--- src/rtl/sclg_pkg.sv ---
package sclg_pkg;
  timeunit 1ns;
  timeprecision 1ps;

  typedef enum logic [2:0] {
    ST_IDLE,
    ST_HOLD,
    ST_PARK,
    ST_LOW,
    ST_HWAIT,
    ST_HIGH
  } sclg_state_e;

  // synchronizer depth in front of the spike filter
  localparam int unsigned SYNC_STAGES = 2;
  // START hold: compare end at HC+2 gives HC+3 cycles of SDA low before SCL falls
  localparam int unsigned HOLD_TAIL   = 2;
  // high phase: 1 counter + 4 filter path + 3 output latency on top of HC
  localparam int unsigned HIGH_TOTAL  = 8;
  localparam int unsigned HIGH_TAIL   = HIGH_TOTAL - (SYNC_STAGES + 3);
  // minimum effective counts above the filter length
  localparam int unsigned HCNT_FLOOR  = 5;
  localparam int unsigned LCNT_FLOOR  = 7;
endpackage

--- src/rtl/sclg_glitch_filter.sv ---
module sclg_glitch_filter #(
  parameter int SPK_W    = 8,
  parameter int SYNC_LEN = 2
) (
  input  logic             clk,
  input  logic             rst,
  input  logic [SPK_W-1:0] spk_len,
  input  logic             line_raw,
  output logic             line_filt
);
  timeunit 1ns;
  timeprecision 1ps;

  logic [SYNC_LEN-1:0] sync_q;
  logic [SPK_W-1:0]    run_q;
  logic                filt_q;
  logic                synced;

  assign synced = sync_q[SYNC_LEN-1];

  always_ff @(posedge clk) begin
    if (rst) begin
      sync_q <= '1;
      run_q  <= '0;
      filt_q <= 1'b1;
    end else begin
      sync_q <= {sync_q[SYNC_LEN-2:0], line_raw};
      if (synced == filt_q) begin
        run_q <= '0;
      end else if (run_q >= spk_len) begin
        filt_q <= synced;
        run_q  <= '0;
      end else begin
        run_q <= run_q + 1'b1;
      end
    end
  end

  assign line_filt = filt_q;
endmodule

--- src/rtl/sclg_count_floor.sv ---
module sclg_count_floor #(
  parameter int CNT_W = 16,
  parameter int SPK_W = 8,
  parameter int FLOOR = 5
) (
  input  logic [CNT_W-1:0] raw_cnt,
  input  logic [SPK_W-1:0] spk_len,
  output logic [CNT_W:0]   eff_cnt
);
  timeunit 1ns;
  timeprecision 1ps;

  localparam int EW = CNT_W + 1;

  logic [EW-1:0] floor_v;
  logic [EW-1:0] raw_ext;

  assign floor_v = {{(EW-SPK_W){1'b0}}, spk_len} + EW'(FLOOR);
  assign raw_ext = {1'b0, raw_cnt};

  always_comb begin
    if (raw_ext < floor_v) eff_cnt = floor_v;
    else                   eff_cnt = raw_ext;
  end
endmodule

--- src/rtl/i2c_scl_timer.sv ---
module i2c_scl_timer
  import sclg_pkg::*;
#(
  parameter int CNT_W = 16,
  parameter int SPK_W = 8
) (
  input  logic             clk,
  input  logic             rst,
  input  logic [CNT_W-1:0] hi_count,
  input  logic [CNT_W-1:0] lo_count,
  input  logic [SPK_W-1:0] spike_len,
  input  logic             start_req,
  input  logic             bit_req,
  input  logic             bit_val,
  input  logic             stop_req,
  input  logic             scl_in,
  input  logic             sda_in,
  output logic             scl_drive_low,
  output logic             sda_drive_low,
  output logic             op_done
);
  timeunit 1ns;
  timeprecision 1ps;

  localparam int LINES = 2;
  localparam int EW    = CNT_W + 1;
  localparam int CW    = CNT_W + 2;

  logic [LINES-1:0] raw_w;
  logic [LINES-1:0] filt_w;
  logic             scl_f;
  logic             sda_f;

  logic [EW-1:0]    h_eff, l_eff;
  logic [EW-1:0]    h_eff_q, l_eff_q;
  logic [SPK_W-1:0] spk_q;

  sclg_state_e      st_q;
  logic [CW-1:0]    cnt_q;
  logic [CW-1:0]    hold_end, high_end, low_end;
  logic             scl_dl_q, sda_dl_q, done_q;
  logic             stop_q, bit_q;
  logic             at_rest;

  assign raw_w = {sda_in, scl_in};

  for (genvar g = 0; g < LINES; g++) begin : g_filt
    sclg_glitch_filter #(
      .SPK_W   (SPK_W),
      .SYNC_LEN(SYNC_STAGES)
    ) u_filt (
      .clk      (clk),
      .rst      (rst),
      .spk_len  (spk_q),
      .line_raw (raw_w[g]),
      .line_filt(filt_w[g])
    );
  end

  assign scl_f = filt_w[0];
  assign sda_f = filt_w[1];

  sclg_count_floor #(.CNT_W(CNT_W), .SPK_W(SPK_W), .FLOOR(HCNT_FLOOR)) u_hfloor (
    .raw_cnt(hi_count), .spk_len(spike_len), .eff_cnt(h_eff)
  );

  sclg_count_floor #(.CNT_W(CNT_W), .SPK_W(SPK_W), .FLOOR(LCNT_FLOOR)) u_lfloor (
    .raw_cnt(lo_count), .spk_len(spike_len), .eff_cnt(l_eff)
  );

  assign hold_end = {1'b0, h_eff_q} + CW'(HOLD_TAIL);
  assign high_end = {1'b0, h_eff_q} + CW'(HIGH_TAIL);
  assign low_end  = {1'b0, l_eff_q};
  assign at_rest  = (st_q == ST_IDLE) || (st_q == ST_PARK);

  always_ff @(posedge clk) begin
    if (rst) begin
      st_q     <= ST_IDLE;
      cnt_q    <= '0;
      scl_dl_q <= 1'b0;
      sda_dl_q <= 1'b0;
      done_q   <= 1'b0;
      stop_q   <= 1'b0;
      bit_q    <= 1'b0;
      h_eff_q  <= EW'(HCNT_FLOOR);
      l_eff_q  <= EW'(LCNT_FLOOR);
      spk_q    <= '0;
    end else begin
      done_q <= 1'b0;
      if (at_rest) begin
        h_eff_q <= h_eff;
        l_eff_q <= l_eff;
        spk_q   <= spike_len;
      end
      case (st_q)
        ST_IDLE: begin
          if (start_req && scl_f && sda_f) begin
            sda_dl_q <= 1'b1;
            cnt_q    <= '0;
            st_q     <= ST_HOLD;
          end
        end
        ST_HOLD: begin
          if (cnt_q == hold_end) begin
            scl_dl_q <= 1'b1;
            done_q   <= 1'b1;
            st_q     <= ST_PARK;
          end else begin
            cnt_q <= cnt_q + CW'(1);
          end
        end
        ST_PARK: begin
          if (stop_req) begin
            stop_q <= 1'b1;
            cnt_q  <= '0;
            st_q   <= ST_LOW;
          end else if (bit_req) begin
            stop_q <= 1'b0;
            bit_q  <= bit_val;
            cnt_q  <= '0;
            st_q   <= ST_LOW;
          end
        end
        ST_LOW: begin
          if (cnt_q == '0) sda_dl_q <= stop_q | ~bit_q;
          if (cnt_q == low_end) begin
            scl_dl_q <= 1'b0;
            st_q     <= ST_HWAIT;
          end else begin
            cnt_q <= cnt_q + CW'(1);
          end
        end
        ST_HWAIT: begin
          if (scl_f) begin
            cnt_q <= '0;
            st_q  <= ST_HIGH;
          end
        end
        ST_HIGH: begin
          if (cnt_q == high_end) begin
            done_q <= 1'b1;
            if (stop_q) begin
              sda_dl_q <= 1'b0;
              st_q     <= ST_IDLE;
            end else begin
              scl_dl_q <= 1'b1;
              st_q     <= ST_PARK;
            end
          end else begin
            cnt_q <= cnt_q + CW'(1);
          end
        end
        default: st_q <= ST_IDLE;
      endcase
    end
  end

  assign scl_drive_low = scl_dl_q;
  assign sda_drive_low = sda_dl_q;
  assign op_done       = done_q;
endmodule

--- config.mk ---
export PLATFORM = sky130hd
export DESIGN_NAME = i2c_scl_timer
export DESIGN_NICKNAME = d
export VERILOG_FILES = /design/src/rtl/sclg_pkg.sv /design/src/rtl/sclg_glitch_filter.sv /design/src/rtl/sclg_count_floor.sv /design/src/rtl/i2c_scl_timer.sv
export SDC_FILE = /design/constraint.sdc
export NUM_CORES = 1
export LEC_CHECK = 0
export BUFFER_PORTS_ARGS = -buffer_cell sky130_fd_sc_hd__buf_2
export CAP_MARGIN = 15
export CORE_MARGIN = 2
export CORE_UTILIZATION = 35
export DETAILED_ROUTE_END_ITERATION = 10
export PLACE_DENSITY = 0.56
export REMOVE_ABC_BUFFERS = 1
export SYNTH_ARGS = -nofsm -noshare
export SYNTH_HDL_FRONTEND = slang
export SYNTH_HIERARCHICAL = 1
export SYNTH_SLANG_ARGS = --single-unit
export TNS_END_PERCENT = 30
--- constraint.sdc ---
create_clock -name clk -period 3.3 [get_ports clk]
set_input_delay 0.33 -clock clk [delete_from_list [all_inputs] [get_ports clk]]
set_output_delay 0.33 -clock clk [all_outputs]
set_load 0.03 [all_outputs]
* Yosys cells after proc, flatten, opt, wreduce, memory -nomap -nowiden
Cells that the tools add are included.
** Word-level totals
- Bits in registers :: 90
- Input port bits :: 48
- Output and inout bits :: 3
- Logic and storage cells :: 107
** Cells by class
- Add/subtract/negate cells :: 7
- Order comparisons :: 4
- Eq/ne operators :: 22
- Muxes and demuxes :: 34
- Bitwise gates (word level) :: 5
- Reductions and logical operators :: 19
** Operators by type and width (count)
- $mux W18 :: 7
- $pmux W18 S6 :: 1
- $add A17 B2 Y18 const B :: 2
- $eq A18 B18 Y1 :: 2
- $lt A16 B17 Y1 :: 2
- $mux W17 :: 2
- $mux W3 :: 7
- $add A18 B1 Y18 const B :: 1
- $add A8 B3 Y9 const B :: 2
- $eq A18 B17 Y1 :: 1
- $logic_not A18 Y1 :: 1
- $ne A2 B2 Y1 const B :: 9
- $pmux W3 S6 :: 1
- $add A8 B1 Y8 const B :: 2
- $ge A8 B8 Y1 :: 2
- $mux W1 :: 12
- $reduce_and A5 Y1 :: 2
- $reduce_and A7 Y1 :: 1
- $eq A3 B2 Y1 const B :: 2
- $eq A3 B3 Y1 const B :: 2
- $pmux W1 S3 :: 2
- $reduce_and A2 Y1 :: 3
- $reduce_and A6 Y1 :: 1
- $reduce_bool A3 Y1 :: 2
- 15 further kinds :: 22

* Longest topological paths before layout
Gate-level depths: netlist (run 1).
- Depth after elaboration :: 4
- Mapped depth :: 14
- Depth with buffers taken out :: 13

* Modules after synthesis
Netlist (run 1), hierarchy kept.
** By module, submodules not included
- i2c_scl_timer :: instances 1, cells an instance 574, area an instance 4404.2 µm², seq. area each 1361.3 µm²
- sclg_glitch_filter :: instances 2, cells an instance 66, area an instance 633.1 µm², seq. area each 220.2 µm²
- sclg_count_floor (u_hfloor) :: instances 1, cells an instance 67, area an instance 490.5 µm², seq. area each 0.0 µm²
- sclg_count_floor (u_lfloor) :: instances 1, cells an instance 66, area an instance 485.5 µm², seq. area each 0.0 µm²

* Least setup slack after synthesis (run 1)
Ideal clock, no wire load.
- Kind :: flip-flop to flip-flop
- Start :: reg h_eff_q[2]
- End :: reg cnt_q[7]
- Setup time :: 0.069 ns
- Data arrival time :: 2.762 ns
- Required time :: 3.231 ns
- Path slack :: 0.470 ns
- Stages on the path, launching flop included :: 11
- Path buffers :: 0
- Clock period less this slack :: 2.830 ns
- Path through :: dfxtp_1 ha_1 a21oi_1 or3_1 and3_1 o2111a_1 nor4b_1 nand4b_1 o31ai_4 or4b_2 a21oi_2
** Between the ends
- Longest elaborated chain between the ends :: 4
- Elaborated cells on any way between the ends :: 7
- Those cells by class :: 2 x add/sub; 4 x eq/ne; 1 x reduce/logical
** Ends and longest elaborated chain
- start, declared :: line i2c_scl_timer.sv:35 : logic [EW-1:0] h_eff_q, l_eff_q;
- start signal, assigned :: line i2c_scl_timer.sv:85 : h_eff_q <= EW'(HCNT_FLOOR);
- $add A17 B2 Y18 (on tied branches) :: line i2c_scl_timer.sv:72, i2c_scl_timer.sv:71
- $eq A18 B18 Y1 (on tied branches) :: line i2c_scl_timer.sv:140, i2c_scl_timer.sv:104
- $ne A2 B2 Y1 (no line)
- $reduce_and A7 Y1 (no line) *
- end signal, assigned :: line i2c_scl_timer.sv:109 : cnt_q <= cnt_q + CW'(1);
- end signal, assigned :: line i2c_scl_timer.sv:130 : cnt_q <= cnt_q + CW'(1);
- end signal, assigned :: line i2c_scl_timer.sv:150 : cnt_q <= cnt_q + CW'(1);
- end, declared :: line i2c_scl_timer.sv:39 : logic [CW-1:0] cnt_q;
Every way passes the cells marked *; elsewhere a longest branch is shown, timed or not.
A chain may end at the register's enable or synchronous reset.

* Final worst setup path (run 1)
- Start :: reg h_eff_q[1]
- End :: reg cnt_q[3]
Same word-level chain as after synthesis.

==> reports/metrics.csv, run 1 <==
stage;metric;value;unit
status;status;finished clean;
synthesis;synth-seq-cells;90;
sta;max_slew_margin;51.2;%
setup_path;cp_slowest_cell;or4_1;
die;rows;50;
sta;final.setup_skew;0.0132;ns
synthesis;synthesis.instances;839;
die;ios;51;
die;die_h;142;um
setup_path;start_kind;register;
synthesis;synth_area;0.00665;mm^2
synthesis;ys_top_cells_by_area;dfxtp_1 27%, ha_1 7.7%, nand2_1 6.0%;
sta;setup_tns;0;ns
cts;cts.reportedPaths.clkPinSlew;0.07;ns
routing;drcViolationCount;0;
sta;fmax;325;MHz
synthesis;seq_area_frac_synth;27.1;%
die;start_util;35.7;%
placed_design;numPortBuffers;50;
die;die_x;142;um
synthesis;synth_top_area_share;27.1;%
final_layout;drive_above_1_share;18.7;%
cts;cts_tree;done;
cts;h-tree-depth;3;
sta;worstMarginPinSlew;0.725;ns
routing;wl;17900;um
global_route;grt_pass1_wl;29300;um
synthesis;synth_cell_types;81;
power_and_ir_drop;ir_drop;0.284;mV
cts;insertion_delay;0.35;ns
final_layout;final_util;40.6;%
global_route;grt-ovfl-total;0;
setup_path;end_kind;register;
synthesis;ys.flop_type;dfxtp_1;
flow_run;drv_cap;0;
final_layout;diodes;0;
sta;drv_slew;0;
global_route;grt_util_all_layers;18.3;%
synthesis;synth_edf_count;0;
routing;viasPerCell;5.31;
setup_path;cpPeakStageDelay;0.52;ns
final_layout;nets;965;
min_path;hp-class;in -> reg;
setup_path;path_max_fanout;8;
cts;root_buffer;clkbuf_16;
global_route;grt_pass1_vias;5431;
placed_design;gp_congestion;0.871;
sta;finalHoldViolations;0;
routing;avgRoutedWirePerCell;16.0;um
final_layout;area_growth;13.9;%
die;core_area;0.0186;mm^2
cts;cts_buffers;9;
cts;cts.path.max_buffers;2;
placed_design;hpwlAfterDp;13600;um
die;die-area;0.0201;mm^2
synthesis;yosys.area.top_type;dfxtp_1;
routing;postRouteAntennaNets;0;
setup_path;crit_required;3.58;ns
routing;drt_pass1_iterations;4;
setup_path;critical_path_class;reg -> reg;
routing;via_count;5925;
sta;rsz0062_at_grt;no;
power_and_ir_drop;power_leakage;3.11;nW
setup_path;cpMostUsedCell;buf_4;
synthesis;synth.avg_cell_area;7.92;um^2
setup_path;cp_data_arrival_time;3.36;ns
sta;fin_crit_sh;93.3;%
routing;first_iter_violations;420;
sta;finalSetupViolCount;0;
setup_path;crit_chain;ha_2, a21oi_1, buf_4, or3_1, and3_1, o2111a_1, nor4b_2, nand4b_1, o31ai_4, buf_4, or4_1, a21oi_2;
power_and_ir_drop;p_per_area;377;mW/mm^2
synthesis;ys.warnings.count;6;
global_route;antenna_found_initial;0;
setup_path;r2r_slack;0.22;ns
global_route;grt_max_degree;42;
cts;cts.sinks;90;
synthesis;async_reset_ff_share;0;%
sta;period_needed;3.08;ns
[placed cells by master, fill, tap and decap left out, drive strengths merged, types with 7 or more instances in the layout]
cell type / Yosys / layout
a21oi: 66 / 66
and3: 18 / 18
and4: 7 / 7
buf: 27 / 98
clkbuf: 47 / 10
dfxtp: 90 / 90
ha: 41 / 41
inv: 51 / 53
mux2i: 19 / 19
nand2: 108 / 108
nand3: 31 / 31
nand4: 21 / 21
nor2: 59 / 59
nor3: 16 / 16
nor4: 12 / 12
o21a: 11 / 11
o21ai: 23 / 23
o31ai: 15 / 17
or4: 10 / 10
xnor2: 43 / 43
xor2: 30 / 30
[flip-flops by register name, indices dropped and copies added (netlist names)]
name	cells
l_eff_q	17
scl_drive_low	1
stop_q	1
h_eff_q	17
g_filt.u_filt/run_q	16
cnt_q	18
g_filt.u_filt/line_filt	2
g_filt.u_filt/sync_q	4
op_done	1
bit_q	1
spk_q	8
st_q	3
sda_drive_low	1
[what timing repair did]
item / 4_1_cts / 5_1_grt
setup buffers: 0 / 2
gates resized for setup: 0 / 9
hold buffers: 0 / 0
pin swaps: 1 / 2
setup endpoints to repair: 1 / 19
cloned: 1 / 1
[where the power goes]
part | switching, mW | total [mW] | leakage (nW) | internal (mW)
clock | 0.470 | 1.16 | 0.164 | 0.693
sequential | 0.0496 | 1.18 | 0.737 | 1.13
combinational | 0.301 | 0.512 | 2.21 | 0.211
total | 0.820 | 2.86 | 3.11 | 2.04
[final timing paths]
kind | start | end | cells past startpoint
max | h_eff_q[1]$_SDFFE_PP0P_ | cnt_q[3]$_SDFFE_PP0P_ | 12
min | scl_in | g_filt[0].u_filt/sync_q[0]$_SDFF_PP1_ | 2
max reg2reg | h_eff_q[1]$_SDFFE_PP0P_ | cnt_q[3]$_SDFFE_PP0P_ | 12
min reg2reg | g_filt[0].u_filt/sync_q[0]$_SDFF_PP1_ | g_filt[0].u_filt/sync_q[1]$_SDFF_PP1_ | 1
[area by class of cell]
| cell class | count | area, um^2 |
|---|---|---|
| inverters | 52 | 195 |
| repair buffers | 98 | 623 |
| flip-flops and latches | 90 | 1800 |
| clock buffers | 10 | 239 |
| multi-input cells | 625 | 4320 |
| fillers | 1910 | 11100 |
| well taps | 234 | 293 |
| clock inverters | 6 | 95.1 |
[synth_stat cells, types with 3 or more instances]
master,instances
a41o_1,4
nand4b_1,3
buf_2,10
or3_1,5
inv_1,51
a211oi_1,3
nor4b_1,5
or4_1,10
o211ai_1,3
nand3_1,30
and3_1,18
nor4_1,10
xor2_1,30
nand3b_1,5
a21oi_2,6
or2_2,4
nand2b_1,3
nor3_1,16
nand2_1,107
buf_4,5
o21ai_1,4
nor3b_1,4
a21oi_1,60
clkbuf_1,44
or4b_2,5
o31ai_1,13
a21o_1,3
nor2_1,57
clkbuf_2,3
nand4_1,20
a31oi_1,5
ha_1,41
mux2i_1,19
dfxtp_1,90
o21ai_0,19
buf_6,9
and4_1,5
xnor2_1,43
o21a_1,11
[kinds of logic (layout without fill, tap and decap cells)]
group                      count (synthesis)  in the layout  synth area share [%]
AOI/OAI and AO/OA                        159            161                  16.8
xor gates and xnor gates                  73             73                  9.62
adders and majority gates                 41             41                  7.72
buffers and inverters                    126            166                  8.90
DFF                                       90             90                  27.1
muxes                                     25             25                  4.22
other                                      2              2                 0.113
and+or+nand+nor                          323            323                  25.5
[critical path: cells and delay by family, from the launching register on]
family          cells  cell delay [ns]
fa+ha+maj           1             0.23
simple gates        5             1.44
flops               1             0.38
compound gates      4             0.60
buf+inv             2             0.36
[per-layer routing]
layer / global-route usage (%) / wire, um / part of all wire (%)
met1: 25.8 / 8850 / 50
met2: 28.6 / 8140 / 46
met3: 2.70 / 613 / 3.4
met4: 5.84 / 261 / 1.5
met5: 0 / 0 / 0
[per-stage QoR]
step	hold slack (ns)	worst slack [ns]	total power [mW]	cells	cell area, um^2
floorplan	0.389	0.136	1.52	765	6250
global placement	0.394	0.0976	1.71	1095	7160
detailed placement	0.394	0.00965	1.71	1095	7160
CTS	0.141	0.0391	2.88	1112	7500
global route	0.152	0.0236	3.00	1115	7570
finish	0.156	0.221	2.86	1115	7570
Note: power is estimated with default switching activity, not from simulation.
==> run 2, diff against run 1 <==
clock period = 3 ns   (was 3.3 ns; I/O delays follow)
==> run 2 against run 1 <==
Compared with the run above: via count up 3.0%; fmax up 3.2%; global-route usage up 0.57 points; sequential cell count unchanged; cell count up 4.4%; hold slack worse by 0.031 ns; core utilization up 2.5 points; worst setup slack worse by 0.20 ns; routed wire length up 3.7%.
==> reports/metrics.csv, run 2 (synthesis results as in run 1) <==
stage;metric;value;unit;change
routing;viasPerCell;5.24;;-1.3%
die;rows;50;;unchanged
cts;cts_tree;done;;
routing;via_count;6104;;+3.0%
final_layout;area_growth;21.0;%;
setup_path;cp_data_arrival_time;3.27;ns;-0.09 ns
setup_path;cpPeakStageDelay;0.62;ns;+0.10 ns
placed_design;numPortBuffers;50;;unchanged
setup_path;path_max_fanout;6;;-2
sta;finalHoldViolations;0;;unchanged
flow_run;drv_cap;0;;unchanged
final_layout;drive_above_1_share;25.2;%;+6.4 points
global_route;grt_util_all_layers;18.8;%;+0.57 points
cts;cts.reportedPaths.clkPinSlew;0.07;ns;about the same
setup_path;r2r_cells;12;;unchanged
sta;max_slew_margin;58.5;%;+7.2 points
setup_path;start_kind;register;;
die;die-area;0.0201;mm^2;unchanged
cts;cts.sinks;90;;unchanged
min_path;whs_endpoint;g_filt[1].u_filt/sync_q[0]$_SDFF_PP1_;;
min_path;hp-class;in -> reg;;
min_path;holdPathStages;2;;unchanged
routing;postRouteAntennaNets;0;;unchanged
cts;cts_buffers;9;;unchanged
routing;drt_pass1_iterations;4;;unchanged
cts;cts.path.max_buffers;2;;unchanged
global_route;grt.met2_usage;30.4;%;+1.8 points
setup_path;crit_required;3.28;ns;-0.30 ns
final_layout;top_register;cnt_q;;
routing;avgRoutedWirePerCell;15.9;um;-0.68%
die;start_util;35.7;%;unchanged
sta;fin_ws;0.0172;ns;-0.204 ns
sta;holdWs;0.124;ns;-0.0315 ns
sta;period_needed;2.98;ns;-0.0962 ns
die;ios;51;;unchanged
power_and_ir_drop;p_per_area;389;mW/mm^2;+3.2%
routing;wl;18500;um;+3.7%
setup_path;reg2reg_to;cnt_q[14]$_SDFFE_PP0P_;;
global_route;use_met1;26.1;%;+0.29 points
setup_path;end_kind;register;;
sta;worstMarginPinSlew;0.621;ns;-0.104 ns
setup_path;cp_slowest_cell;or4b_2;;
sta;final.setup_skew;0.00954;ns;-0.00366 ns
final_layout;largest_register_ffs;18;;unchanged
status;status;finished clean;;
min_path;hold_start;sda_in;;
sta;fin_crit_sh;99.4;%;+6.1 points
sta;rsz0062_at_grt;yes;;
cts;h-tree-depth;3;;unchanged
global_route;grt_pass1_vias;5836;;+7.5%
placed_design;pre_cts_slack;-0.121;ns;-0.130 ns
cts;insertion_delay;0.35;ns;about the same
global_route;grt-ovfl-total;0;;unchanged
cts;root_buffer;clkbuf_16;;
sta;fmax;335;MHz;+3.2%
global_route;use_met3;2.80;%;+0.10 points
final_layout;final_common_cell;nand2_1;;
power_and_ir_drop;ir_drop;0.265;mV;-6.6%
final_layout;final_util;43.2;%;+2.5 points
final_layout;diodes;0;;unchanged
routing;drcViolationCount;0;;unchanged
placed_design;gp_congestion;0.880;;+1.1%
power_and_ir_drop;power_leakage;3.36;nW;+8.2%
die;die_x;142;um;unchanged
global_route;grt_busiest_layer;met2;;
global_route;grt_pass1_wl;30500;um;+4.2%
setup_path;critical_path_class;reg -> reg;;
routing;first_iter_violations;390;;-7.1%
sta;drv_slew;0;;unchanged
setup_path;r2r-start;h_eff_q[1]$_SDFFE_PP0P_;;
placed_design;hpwlAfterDp;14000;um;+3.3%
die;core_area;0.0186;mm^2;unchanged
global_route;antenna_found_initial;0;;unchanged
cts;ctsHoldBuffers;0;;unchanged
die;die_h;142;um;unchanged
sta;finalSetupViolCount;0;;unchanged
setup_path;crit_chain;inv_4, ha_4, a21oi_4, or3_4, and3_1, o2111a_1, nor4b_2, nand4b_1, o31ai_4, buf_4, or4b_2, a21oi_1;;
global_route;grt_max_degree;42;;unchanged
final_layout;layout_common_cells;107 x nand2_1, 92 x buf_4, 81 x dfxtp_1;;
final_layout;nets;1014;;+5.1%
setup_path;r2r_slack;0.02;ns;-0.20 ns
final_layout;reg.largest.list;cnt_q x18, h_eff_q x17, l_eff_q x17;;
==> run 2: cell count changes in the layout (fill, tap and decap cells not counted), sizes merged <==
cell      change
buf          +50
bufinv        -1
clkbuf        +1
clkinv        -1
clkinvlp      +1
o31ai         -1
==> run 2: stage by stage <==
step                instance area [um^2]  instances  TNS, ns  total power, mW
global route                        8050       1164   -0.559             3.29
floorplan                           6250        765    -1.89             1.67
finish                              8050       1164        0             3.13
detailed placement                  7420       1130   -0.874             1.92
global placement                    7420       1130   -0.283             1.91
CTS                                 7770       1149        0             3.12
==> run 2: cell type report <==
cell class	instances	area, um^2
well taps	234	293
multi-input cells	624	4420
clock inverters	5	60.1
clock buffers	11	243
flip-flops and latches	90	1820
fillers	1877	10600
repair buffers	148	1020
inverters	52	198
==> run 2: worst max-delay path by stage <==
stage / slack [ns] / end / cells past startpoint / startpoint
after floorplan: -0.13 / h_eff_q[1]$_SDFFE_PP0P_ / 11 / spike_len[0]
after global placement: -0.14 / h_eff_q[1]$_SDFFE_PP0P_ / 13 / spike_len[0]
after detailed placement: -0.12 / h_eff_q[1]$_SDFFE_PP0P_ / 13 / spike_len[0]
after CTS: 0.0005 / cnt_q[3]$_SDFFE_PP0P_ / 13 / h_eff_q[1]$_SDFFE_PP0P_
after global routing: -0.1 / cnt_q[14]$_SDFFE_PP0P_ / 12 / h_eff_q[9]$_SDFFE_PP0P_
final: 0.02 / cnt_q[14]$_SDFFE_PP0P_ / 12 / h_eff_q[1]$_SDFFE_PP0P_
==> run 2: timing repair <==
action                                  4_1_cts  5_1_grt
gates cloned                                  1        0
resized for setup                             6       40
endpoints found under the hold margin         0        0
pin swaps                                     1       17
setup buffers                                 2       15
endpoints found under the setup margin       18       21
==> run 2: report_power, final <==
group          switching [mW]  total (mW)  internal [mW]
clock network           0.518        1.19          0.675
registers              0.0511        1.30           1.25
logic                   0.355       0.641          0.286
total                   0.924        3.13           2.21
==> run 2: critical path, delay by kind of cell, from the launching register on <==
kind	cells	cell delay, ns
AO/OA/AOI/OAI	4	0.61
flip-flops	1	0.38
adder cells (fa/ha/maj)	1	0.14
buffers and inverters	2	0.25
AND/OR/NAND/NOR	5	1.54
==> run 2: per-layer routing <==
metal,up-vias,share of wire [%]
met5,-,0
met2,102,46
met4,0,1.6
met3,21,3.4
met1,2883,49
li1,3098,-
==> run 3, diff against run 2 <==
ABC_CLOCK_PERIOD_IN_PS = 3000   (was unset)
CORE_UTILIZATION = 40   (was 35)
GPL_TIMING_DRIVEN = 0   (was unset)
PLACE_DENSITY = 0.62   (was 0.56)
==> run 3 against run 2 <==
Compared with the run above: the run now ends with negative setup slack left; hold slack better by 0.0015 ns; cell count is 7.8% lower; worst setup slack worse by 0.051 ns; critical path depth stayed put; register-to-register slack worse by 0.05 ns; power is 1.6% higher; global-route usage is 0.59 points higher; clock skew is 0.0029 ns lower; sequential cell count stayed put; non-clock buffer count is 77 lower; sequential share of layout area is 1.5 points higher; critical path type unchanged; critical endpoint is now cnt_q[7]$_SDFFE_PP0P_; largest cell class unchanged.
==> reports/metrics.csv, run 3 (synthesis results as in run 1) <==
stage;metric;value;unit;change
power_and_ir_drop;power_leakage;3.03;nW;-9.9%
sta;fin_ws;-0.0337;ns;-0.0509 ns
placed_design;dp.cells;1038;;-8.1%
setup_path;path_max_fanout;5;;-1
status;violations;negative setup slack;;
cts;root_buffer;clkbuf_16;;
setup_path;cp_slowest_cell;or4b_2;;
die;die_h;133;um;-6.3%
final_layout;top_register;cnt_q;;
final_layout;largest_register_ffs;18;;unchanged
global_route;grt-ovfl-total;0;;unchanged
sta;fin_crit_sh;101;%;+1.7 points
global_route;antenna_found_initial;0;;unchanged
placed_design;gp_congestion;0.863;;-2.0%
cts;cts.path.max_buffers;2;;unchanged
setup_path;crit_chain;inv_2, ha_4, a21oi_4, or3_4, and3_1, o2111a_1, nor4b_4, nand4b_1, o31ai_4, buf_4, or4b_2, a21oi_2;;
placed_design;numPortBuffers;50;;unchanged
final_layout;final_common_cell;nand2_1;;
die;ios;51;;unchanged
die;core_area;0.0164;mm^2;-12%
cts;cts_buffers;9;;unchanged
cts;cts.reportedPaths.clkPinSlew;0.07;ns;about the same
final_layout;nets;937;;-7.6%
setup_path;start_kind;register;;
status;status;finished with violations;;
routing;drt_pass1_iterations;5;;+1
setup_path;cpPeakStageDelay;0.64;ns;+0.02 ns
final_layout;reg.largest.list;cnt_q x18, h_eff_q x17, l_eff_q x17;;
routing;via_count;5882;;-3.6%
final_layout;drive_above_1_share;20.4;%;-4.8 points
routing;viasPerCell;5.48;;+4.5%
global_route;grt_pass1_vias;5316;;-8.9%
final_layout;area_growth;15.4;%;
routing;first_iter_violations;393;;+0.77%
routing;wl;17400;um;-6.0%
cts;cts.sinks;90;;unchanged
routing;wl_met3;745;um;+20%
routing;postRouteAntennaNets;0;;unchanged
global_route;grt_pass1_wl;27700;um;-9.1%
cts;insertion_delay;0.35;ns;about the same
sta;max_slew_margin;36.9;%;-22 points
routing;met1_length;8180;um;-10%
routing;drcViolationCount;0;;unchanged
sta;finalHoldViolations;0;;unchanged
power_and_ir_drop;ir_drop;0.271;mV;+2.4%
sta;rsz0062_at_grt;yes;;
final_layout;layout_common_cells;106 x nand2_1, 71 x dfxtp_1, 59 x a21oi_1;;
die;die_x;133;um;-6.3%
flow_run;drv_cap;0;;unchanged
setup_path;end_kind;register;;
final_layout;regArea;0.00185;mm^2;+1.7%
cts;ctsHoldBuffers;0;;unchanged
cts;cts_tree;done;;
min_path;hp-class;in -> reg;;
die;die-area;0.0177;mm^2;-12%
sta;fmax;330;MHz;-1.7%
routing;avgRoutedWirePerCell;16.2;um;+2.0%
routing;met2WireLength;7960;um;-6.2%
setup_path;critical_path_class;reg -> reg;;
global_route;grt_max_degree;43;;+2.4%
setup_path;cp_data_arrival_time;3.33;ns;+0.06 ns
final_layout;multi_input_area;0.00451;mm^2;+2.2%
power_and_ir_drop;p_per_area;415;mW/mm^2;+6.6%
power_and_ir_drop;power.total;3.18;mW;+1.6%
global_route;grt_util_all_layers;19.4;%;+0.59 points
placed_design;hpwlAfterDp;12200;um;-13%
die;rows;47;;-6.0%
final_layout;fill_cells;1574;;-16%
final_layout;diodes;0;;unchanged
final_layout;final_util;46.8;%;+3.6 points
sta;finalSetupViolCount;6;;+6
sta;final.setup_skew;0.00668;ns;-0.00286 ns
sta;worstMarginPinSlew;0.946;ns;+0.325 ns
final_layout;layout.cells.non_filler;1073;;-7.8%
setup_path;crit_required;3.29;ns;about the same
routing;top_layer_used;met4;;
sta;drv_slew;0;;unchanged
sta;period_needed;3.03;ns;+0.0509 ns
die;start_util;40.5;%;+4.9 points
cts;h-tree-depth;3;;unchanged
run 3: changes by cell type in the layout (fill, tap and decap cells not counted), sizes merged:
| cell | change |
|---|---|
| bufinv | +1 |
| buf | -79 |
| clkbuf | +1 |
run 3: repair_timing:
item	CTS	global route
cloned	1	2
setup buffers	5	11
gates resized for setup	28	39
endpoints found under the setup margin	25	39
pin swaps	8	10
run 3: power by group:
part	total (mW)	switching, mW	leakage (nW)	internal (mW)
combinational	0.587	0.334	2.12	0.253
clock	1.28	0.513	0.161	0.763
sequential	1.32	0.0740	0.745	1.25
run 3: final timing paths:
kind	slack, ns	cells past startpoint	endpoint	startpoint
worst min register to register	0.41	1	g_filt[0].u_filt/sync_q[1]$_SDFF_PP1_	g_filt[0].u_filt/sync_q[0]$_SDFF_PP1_
worst max-delay path	-0.03	12	cnt_q[7]$_SDFFE_PP0P_	h_eff_q[1]$_SDFFE_PP0P_
worst max register to register	-0.03	12	cnt_q[7]$_SDFFE_PP0P_	h_eff_q[1]$_SDFFE_PP0P_
worst min-delay path	0.13	2	g_filt[0].u_filt/sync_q[0]$_SDFF_PP1_	scl_in
run 3: stage by stage:
step | TNS (ns) | setup slack, ns | instance area [um^2] | hold WS (ns)
finish | -0.142 | -0.0337 | 7670 | 0.126
CTS | -0.0356 | -0.0154 | 7350 | 0.118
global route | -1.16 | -0.121 | 7670 | 0.123
floorplan | -1.89 | -0.134 | 6250 | 0.362
global placement | -30.28 | -1.11 | 6780 | 0.392
detailed placement | -17.73 | -0.761 | 6860 | 0.396
run 3: per-layer routing:
metal,vias up,track usage (%)
met2,146,30.6
met3,33,2.61
met1,2745,26.6
li1,2958,-
met5,-,0
met4,0,8.54
run 3: worst max-delay path, delay by kind of cell (launching register included):
| kind | cells | cell delay, ns |
|---|---|---|
| AND/OR/NAND/NOR | 5 | 1.55 |
| AO/OA/AOI/OAI | 4 | 0.62 |
| flip-flops | 1 | 0.37 |
| buffers and inverters | 2 | 0.28 |
| adder cells (fa/ha/maj) | 1 | 0.14 |
run 3: cell type report:
cell class / instances / share of cell area, %
Multi-Input combinational cell: 624 / 58.8
Sequential cell: 90 / 24.1
Timing Repair Buffer: 71 / 6.57
Tap cell: 220 / 3.59
Clock buffer: 10 / 3.12
Inverter: 52 / 2.54
Clock inverter: 6 / 1.26
